--- src/rtl/pwm_reload_pkg.sv ---
package pwm_reload_pkg;

   // Target codes on the write select bus
   typedef enum logic [1:0] {
      SEL_PERIOD   = 2'd0,
      SEL_MARK     = 2'd1,
      SEL_PRESCALE = 2'd2,
      SEL_NONE     = 2'd3
   } pwm_sel_e;

   function automatic int max_w(input int a, input int b);
      return (a > b) ? a : b;
   endfunction

endpackage

--- src/rtl/pwm_shadow_reg.sv ---
// Holding copy plus active copy; the active copy loads only on commit.
module pwm_shadow_reg #(
   parameter int          W       = 8,
   parameter logic [W-1:0] RST_VAL = '0
) (
   input  logic         clk,
   input  logic         rst,
   input  logic         wr_en,
   input  logic [W-1:0] wr_data,
   input  logic         commit,
   output logic [W-1:0] act_q,
   output logic [W-1:0] act_d
);

   logic [W-1:0] hold_q;
   logic [W-1:0] hold_d;

   assign hold_d = wr_en  ? wr_data : hold_q;
   assign act_d  = commit ? hold_d  : act_q;

   always_ff @(posedge clk) begin
      if (rst) begin
         hold_q <= RST_VAL;
         act_q  <= RST_VAL;
      end else begin
         hold_q <= hold_d;
         act_q  <= act_d;
      end
   end

endmodule

--- src/rtl/pwm_prescaler.sv ---
// Clock-enable divider that reloads from its own start value at all-ones.
module pwm_prescaler #(
   parameter int PRE_W   = 8,
   parameter bit USE_PRE = 1'b1
) (
   input  logic             clk,
   input  logic             rst,
   input  logic             wr_en,
   input  logic [PRE_W-1:0] wr_data,
   output logic             tick,
   output logic [PRE_W-1:0] ppre_act
);

   localparam logic [PRE_W-1:0] PMAX = '1;

   if (USE_PRE) begin : g_div
      logic [PRE_W-1:0] pcnt_q;
      logic [PRE_W-1:0] ppre_d;

      assign tick = (pcnt_q == PMAX);

      pwm_shadow_reg #(
         .W      (PRE_W),
         .RST_VAL(PMAX)
      ) u_pre_reg (
         .clk    (clk),
         .rst    (rst),
         .wr_en  (wr_en),
         .wr_data(wr_data),
         .commit (tick),
         .act_q  (ppre_act),
         .act_d  (ppre_d)
      );

      always_ff @(posedge clk) begin
         if (rst)       pcnt_q <= PMAX;
         else if (tick) pcnt_q <= ppre_d;
         else           pcnt_q <= pcnt_q + 1'b1;
      end
   end else begin : g_bypass
      logic unused_pre;
      assign unused_pre = ^{clk, rst, wr_en, wr_data};
      assign tick       = 1'b1;
      assign ppre_act   = PMAX;
   end

endmodule

--- src/rtl/pwm_period_ctr.sv ---
// Period counter: steps on enable, restarts from the start value after all-ones.
module pwm_period_ctr #(
   parameter int CNT_W = 8
) (
   input  logic             clk,
   input  logic             rst,
   input  logic             en,
   input  logic [CNT_W-1:0] start_d,
   output logic             wrap,
   output logic [CNT_W-1:0] cnt_q,
   output logic [CNT_W-1:0] cnt_d
);

   localparam logic [CNT_W-1:0] CMAX = '1;

   assign wrap = en && (cnt_q == CMAX);

   always_comb begin
      if (wrap)    cnt_d = start_d;
      else if (en) cnt_d = cnt_q + 1'b1;
      else         cnt_d = cnt_q;
   end

   always_ff @(posedge clk) begin
      if (rst) cnt_q <= '0;
      else     cnt_q <= cnt_d;
   end

endmodule

--- src/rtl/pwm_reload_gen.sv ---
module pwm_reload_gen
   import pwm_reload_pkg::*;
#(
   parameter int CNT_W         = 8,
   parameter int PRE_W         = 8,
   parameter bit USE_PRESCALER = 1'b1,
   localparam int DATA_W       = max_w(CNT_W, PRE_W)
) (
   input  logic              clk,
   input  logic              rst,
   input  logic              wr_en,
   input  logic [1:0]        wr_sel,
   input  logic [DATA_W-1:0] wr_data,
   output logic              pwm_out
);

   if (CNT_W < 2 || CNT_W > 31) begin : g_bad_cnt_w
      $error("pwm_reload_gen: CNT_W must be within 2..31");
   end
   if (PRE_W < 1 || PRE_W > 31) begin : g_bad_pre_w
      $error("pwm_reload_gen: PRE_W must be within 1..31");
   end

   logic             wr_period;
   logic             wr_mark;
   logic             wr_pre;
   logic             cnt_en;
   logic             wrap;
   logic [CNT_W-1:0] cnt_q;
   logic [CNT_W-1:0] cnt_d;
   logic [CNT_W-1:0] per_act;
   logic [CNT_W-1:0] per_d;
   logic [CNT_W-1:0] mark_act;
   logic [CNT_W-1:0] mark_d;
   logic [PRE_W-1:0] ppre_act;
   logic             unused_data;

   assign wr_period   = wr_en && (wr_sel == SEL_PERIOD);
   assign wr_mark     = wr_en && (wr_sel == SEL_MARK);
   assign wr_pre      = wr_en && (wr_sel == SEL_PRESCALE);
   assign unused_data = ^wr_data;

   pwm_prescaler #(
      .PRE_W  (PRE_W),
      .USE_PRE(USE_PRESCALER)
   ) u_prescaler (
      .clk     (clk),
      .rst     (rst),
      .wr_en   (wr_pre),
      .wr_data (wr_data[PRE_W-1:0]),
      .tick    (cnt_en),
      .ppre_act(ppre_act)
   );

   pwm_shadow_reg #(
      .W      (CNT_W),
      .RST_VAL('0)
   ) u_period_reg (
      .clk    (clk),
      .rst    (rst),
      .wr_en  (wr_period),
      .wr_data(wr_data[CNT_W-1:0]),
      .commit (wrap),
      .act_q  (per_act),
      .act_d  (per_d)
   );

   pwm_shadow_reg #(
      .W      (CNT_W),
      .RST_VAL('0)
   ) u_mark_reg (
      .clk    (clk),
      .rst    (rst),
      .wr_en  (wr_mark),
      .wr_data(wr_data[CNT_W-1:0]),
      .commit (wrap),
      .act_q  (mark_act),
      .act_d  (mark_d)
   );

   pwm_period_ctr #(
      .CNT_W(CNT_W)
   ) u_period_ctr (
      .clk    (clk),
      .rst    (rst),
      .en     (cnt_en),
      .start_d(per_d),
      .wrap   (wrap),
      .cnt_q  (cnt_q),
      .cnt_d  (cnt_d)
   );

   // Compare next-state values so the registered output lines up with cnt_q
   always_ff @(posedge clk) begin
      if (rst) pwm_out <= 1'b0;
      else     pwm_out <= (cnt_d > mark_d);
   end

endmodule

--- config.mk ---
export PLATFORM = sky130hd
export DESIGN_NAME = pwm_reload_gen
export DESIGN_NICKNAME = d
export VERILOG_FILES = /design/src/rtl/pwm_reload_pkg.sv /design/src/rtl/pwm_shadow_reg.sv /design/src/rtl/pwm_prescaler.sv /design/src/rtl/pwm_period_ctr.sv /design/src/rtl/pwm_reload_gen.sv
export SDC_FILE = /design/constraint.sdc
export NUM_CORES = 1
export LEC_CHECK = 0
export BUFFER_PORTS_ARGS = -buffer_cell sky130_fd_sc_hd__buf_4
export CORE_MARGIN = 5
export CORE_UTILIZATION = 35
export CTS_BUF_LIST = sky130_fd_sc_hd__clkbuf_4
export DETAILED_ROUTE_END_ITERATION = 6
export GPL_ROUTABILITY_DRIVEN = 0
export REMOVE_ABC_BUFFERS = 1
export SYNTH_ARGS = -nofsm -noshare
export SYNTH_HDL_FRONTEND = slang
export SYNTH_SLANG_ARGS = --single-unit
--- constraint.sdc ---
create_clock -name clk -period 2.86 [get_ports clk]
set_input_delay 0.143 -clock clk [delete_from_list [all_inputs] [get_ports clk]]
set_output_delay 0.143 -clock clk [all_outputs]
set_load 0.01 [all_outputs]
==> results.json <==
{
  "synthDistinctLibCells": 45,
  "num_vias": 1798,
  "synth-seq-cells": 49,
  "clock_power_share": 0.184,
  "yosys.area.top_type": "dfxtp_1",
  "drv_slew": 0,
  "setup_viol": 0,
  "core_sq_mm": 0.006719,
  "die_height_microns": 92.85,
  "cp_cell_sequence": "nand4_4 > or4_4 > nor2_1 > nor2_1 > ha_1 > and4_1 > a21oi_1 > o21ai_0 > a21oi_1",
  "track_usage": 0.1256,
  "slew_headroom": 0.5702,
  "critical_path.max_fanout": 17,
  "cts_made_buffers": 5,
  "synth_area_per_cell_sq_um": 9.609,
  "power_frac_seq": 0.468,
  "crit_path_start_kind": "register",
  "critical-path-top-delay-family": "simple AND/OR/NAND/NOR gates",
  "ant_nets": 0,
  "detailedPlace.worstSlack_ps": 229.2,
  "cts_htree_levels": 2,
  "routedWlPerCell_microns": 14.35,
  "first_pass_iters": 4,
  "cts_buffer_depth": 2,
  "antenna_cells": 0,
  "fmax_mhz": 381.2,
  "initial_core_util": 0.3575,
  "cts_setup_buffers": 0,
  "drt_wl_total_microns": 4906,
  "area_delta_synth_final_pct": 9.531,
  "grt_start_max_net_pins": 28,
  "dpl.hpwl_microns": 3665,
  "synth_top_area_frac": 0.4083,
  "synth_most_common_cell": "dfxtp_1",
  "grt_antenna_before_repair": 0,
  "layout.nets": 284,
  "timing.final.ws_setup_ps": 236.9,
  "r2r_end": "pwm_out",
  "netlist_area_sq_mm": 0.002402,
  "io_pins": 14,
  "hp-class": "input port to register",
  "critPathKind": "register to register",
  "yosysWarningCount": 0,
  "rsz0062_at_grt": "no",
  "power_mw": 1.810,
  "synth-async-reset-ratio": 0,
  "power.internal_mw": 1.150,
  "worstPathArrival_ps": 2930,
  "fill_cells": 688,
  "syn_inst": 250,
  "postCtsResizedCells": 0,
  "holdPathStages": 3,
  "fin_tns_setup_ps": 0,
  "worst_pin_slew_ps": 644.0,
  "maxCapViolCount": 0,
  "rows": 30,
  "hold_start": "wr_data[2]",
  "worstPathRequired_ps": 3170,
  "drcViolationCount": 0,
  "hold_buffers": 0,
  "viasPerCell": 5.257,
  "fin_worst_skew_ps": 18.72,
  "cts_sinks": 49,
  "synth-edff-count": 0,
  "switchingPower_mw": 0.6598,
  "regArea_sq_um": 980.9,
  "slowest_stage": "or4_4",
  "r2r_start": "u_prescaler.g_div.pcnt_q[2]",
  "holdPathEnd": "u_prescaler.g_div.u_pre_reg.hold_q[2]",
  "r2r_slack_ps": 240,
  "grt_pass1_vias": 1778,
  "cp.depth": 9,
  "path_buf_inv": 0,
  "synth-main-ff-cell": "dfxtp_1",
  "fp.dieArea_sq_mm": 0.008620,
  "synth_area_leaders": "dfxtp_1 41%, mux2i_1 7.9%, mux2_2 6.1%",
  "leakage_nw": 1.059,
  "clk_latency_ps": 370,
  "period_share": 0.9172,
  "clk_pin_slew_ps": 150,
  "multiInputGateArea_sq_mm": 0.001340,
  "grt_first_pass_wirelength_microns": 8583,
  "r2r_cells": 9,
  "worstSetupEndpointType": "register",
  "powerDensity_mw_per_mm2": 687.9,
  "peakVddDrop_mv": 0.2284,
  "drive_above_1_share": 0.1947,
  "placedCellCount": 334,
  "power_frac_comb": 0.348,
  "port_buffers": 13,
  "finalNonFillerCells": 342,
  "ys_seq_area_frac": 0.4083,
  "status": "completed",
  "die_w_microns": 92.85,
  "switching_share": 0.3645,
  "clockRootBuffer": "clkbuf_4",
  "min_period_ps": 2623,
  "slowest_delay_ps": 660,
  "hold_viol": 0,
  "grt_overflow": 0,
  "cts_tree": "yes",
  "drtIter0Drc": 100,
  "netlist_top_cells_count": "49 x dfxtp_1, 27 x nor2_1, 19 x mux2i_1"
}
[stage by stage]
| stage | hold slack, ps | util | area, sq um |
|---|---|---|---|
| finish | 29.11 | 0.3916 | 2631 |
| global route | 39.19 | 0.3916 | 2631 |
| CTS | 21.12 | 0.3909 | 2626 |
| detailed placement | 418.9 | 0.3819 | 2566 |
| global placement | 411.5 | 0.3819 | 2566 |
| floorplan | 207.6 | - | 2331 |
[power by group through the flow]
stage,Combinational (mW),Sequential [mW],Clock [mW]
after global routing,0.708,0.864,0.367
after global placement,0.621,0.862,0
after floorplan,0.463,0.845,0
after detailed placement,0.629,0.862,0
final,0.629,0.848,0.333
after CTS,0.632,0.848,0.345
[cell usage in the layout, fill, tap and decap left out, types with 2 or more instances in the layout]
| cell | synthesis | final |
|---|---|---|
| mux2i_1 | 19 | 19 |
| o31a_1 | 3 | 3 |
| inv_1 | 4 | 4 |
| nor2_1 | 27 | 27 |
| ha_1 | 10 | 10 |
| a21oi_1 | 8 | 8 |
| nor4_4 | 2 | 2 |
| nand3b_1 | 2 | 2 |
| o211a_1 | 2 | 2 |
| nor2_2 | 3 | 3 |
| or4_4 | 2 | 2 |
| or3_1 | 3 | 3 |
| nor3_1 | 11 | 11 |
| buf_4 | 1 | 18 |
| and2_1 | 14 | 14 |
| clkbuf_4 | 0 | 7 |
| xnor2_1 | 3 | 3 |
| nand2_1 | 16 | 16 |
| a21o_1 | 2 | 2 |
| a211oi_2 | 1 | 2 |
| nand3_1 | 8 | 8 |
| nand4_4 | 2 | 2 |
| mux2_2 | 13 | 13 |
| nand4_1 | 3 | 3 |
| and4_1 | 3 | 3 |
| nor4_1 | 3 | 3 |
| o21ai_0 | 8 | 8 |
| dfxtp_1 | 49 | 49 |
[registers in the layout, indices dropped and copies added (netlist names)]
name / count
u_mark_reg.act_q: 8
u_period_ctr.cnt_q: 8
u_period_reg.hold_q: 8
u_prescaler.g_div.u_pre_reg.hold_q: 8
u_prescaler.g_div.pcnt_q: 8
u_mark_reg.hold_q: 8
pwm_out: 1
[worst max path at each step]
| stage | slack (ps) | endpoint | start |
|---|---|---|---|
| final | 240 | pwm_out | u_prescaler.g_div.pcnt_q[2] |
| after global routing | 20 | pwm_out | u_prescaler.g_div.pcnt_q[0] |
| after CTS | 200 | pwm_out | u_prescaler.g_div.pcnt_q[2] |
| after detailed placement | 230 | pwm_out | u_prescaler.g_div.pcnt_q[2] |
| after global placement | 270 | pwm_out | u_prescaler.g_div.pcnt_q[2] |
| after floorplan | 140 | pwm_out | u_prescaler.g_div.pcnt_q[0] |
[per-layer routing]
metal / vias up / wire [microns] / track usage
met5: - / 0 / 0
met4: 0 / 66 / 0.04029
met3: 7 / 132 / 0.02437
met2: 15 / 2328 / 0.2070
met1: 864 / 2379 / 0.1646
li1: 912 / - / -
[kinds of logic (layout without fill, tap and decap cells)]
family	count (synthesis)	in the layout	share of synthesized area
compound gates	32	32	0.09219
xor+xnor	4	4	0.01459
mux	32	32	0.1401
simple gates	105	105	0.2568
flops	49	49	0.4083
fa+ha+maj	10	10	0.05208
buf+inv	18	30	0.03594
[layout make-up]
| cell class | instances | share of cell area |
|---|---|---|
| multi-input combinational | 183 | 0.5093 |
| sequential | 49 | 0.3728 |
| timing repair buffer | 18 | 0.05136 |
| tap | 80 | 0.03804 |
| clock buffer | 7 | 0.01997 |
| inverter | 4 | 0.005706 |
| clock inverter | 1 | 0.002853 |
[tightest hold or removal path, delay by kind of cell]
family                 cells  cell delay (ps)
buffers and inverters      1               90
muxes                      1               80
and+or+nand+nor            1               70
(Power assumes the default switching activity.)
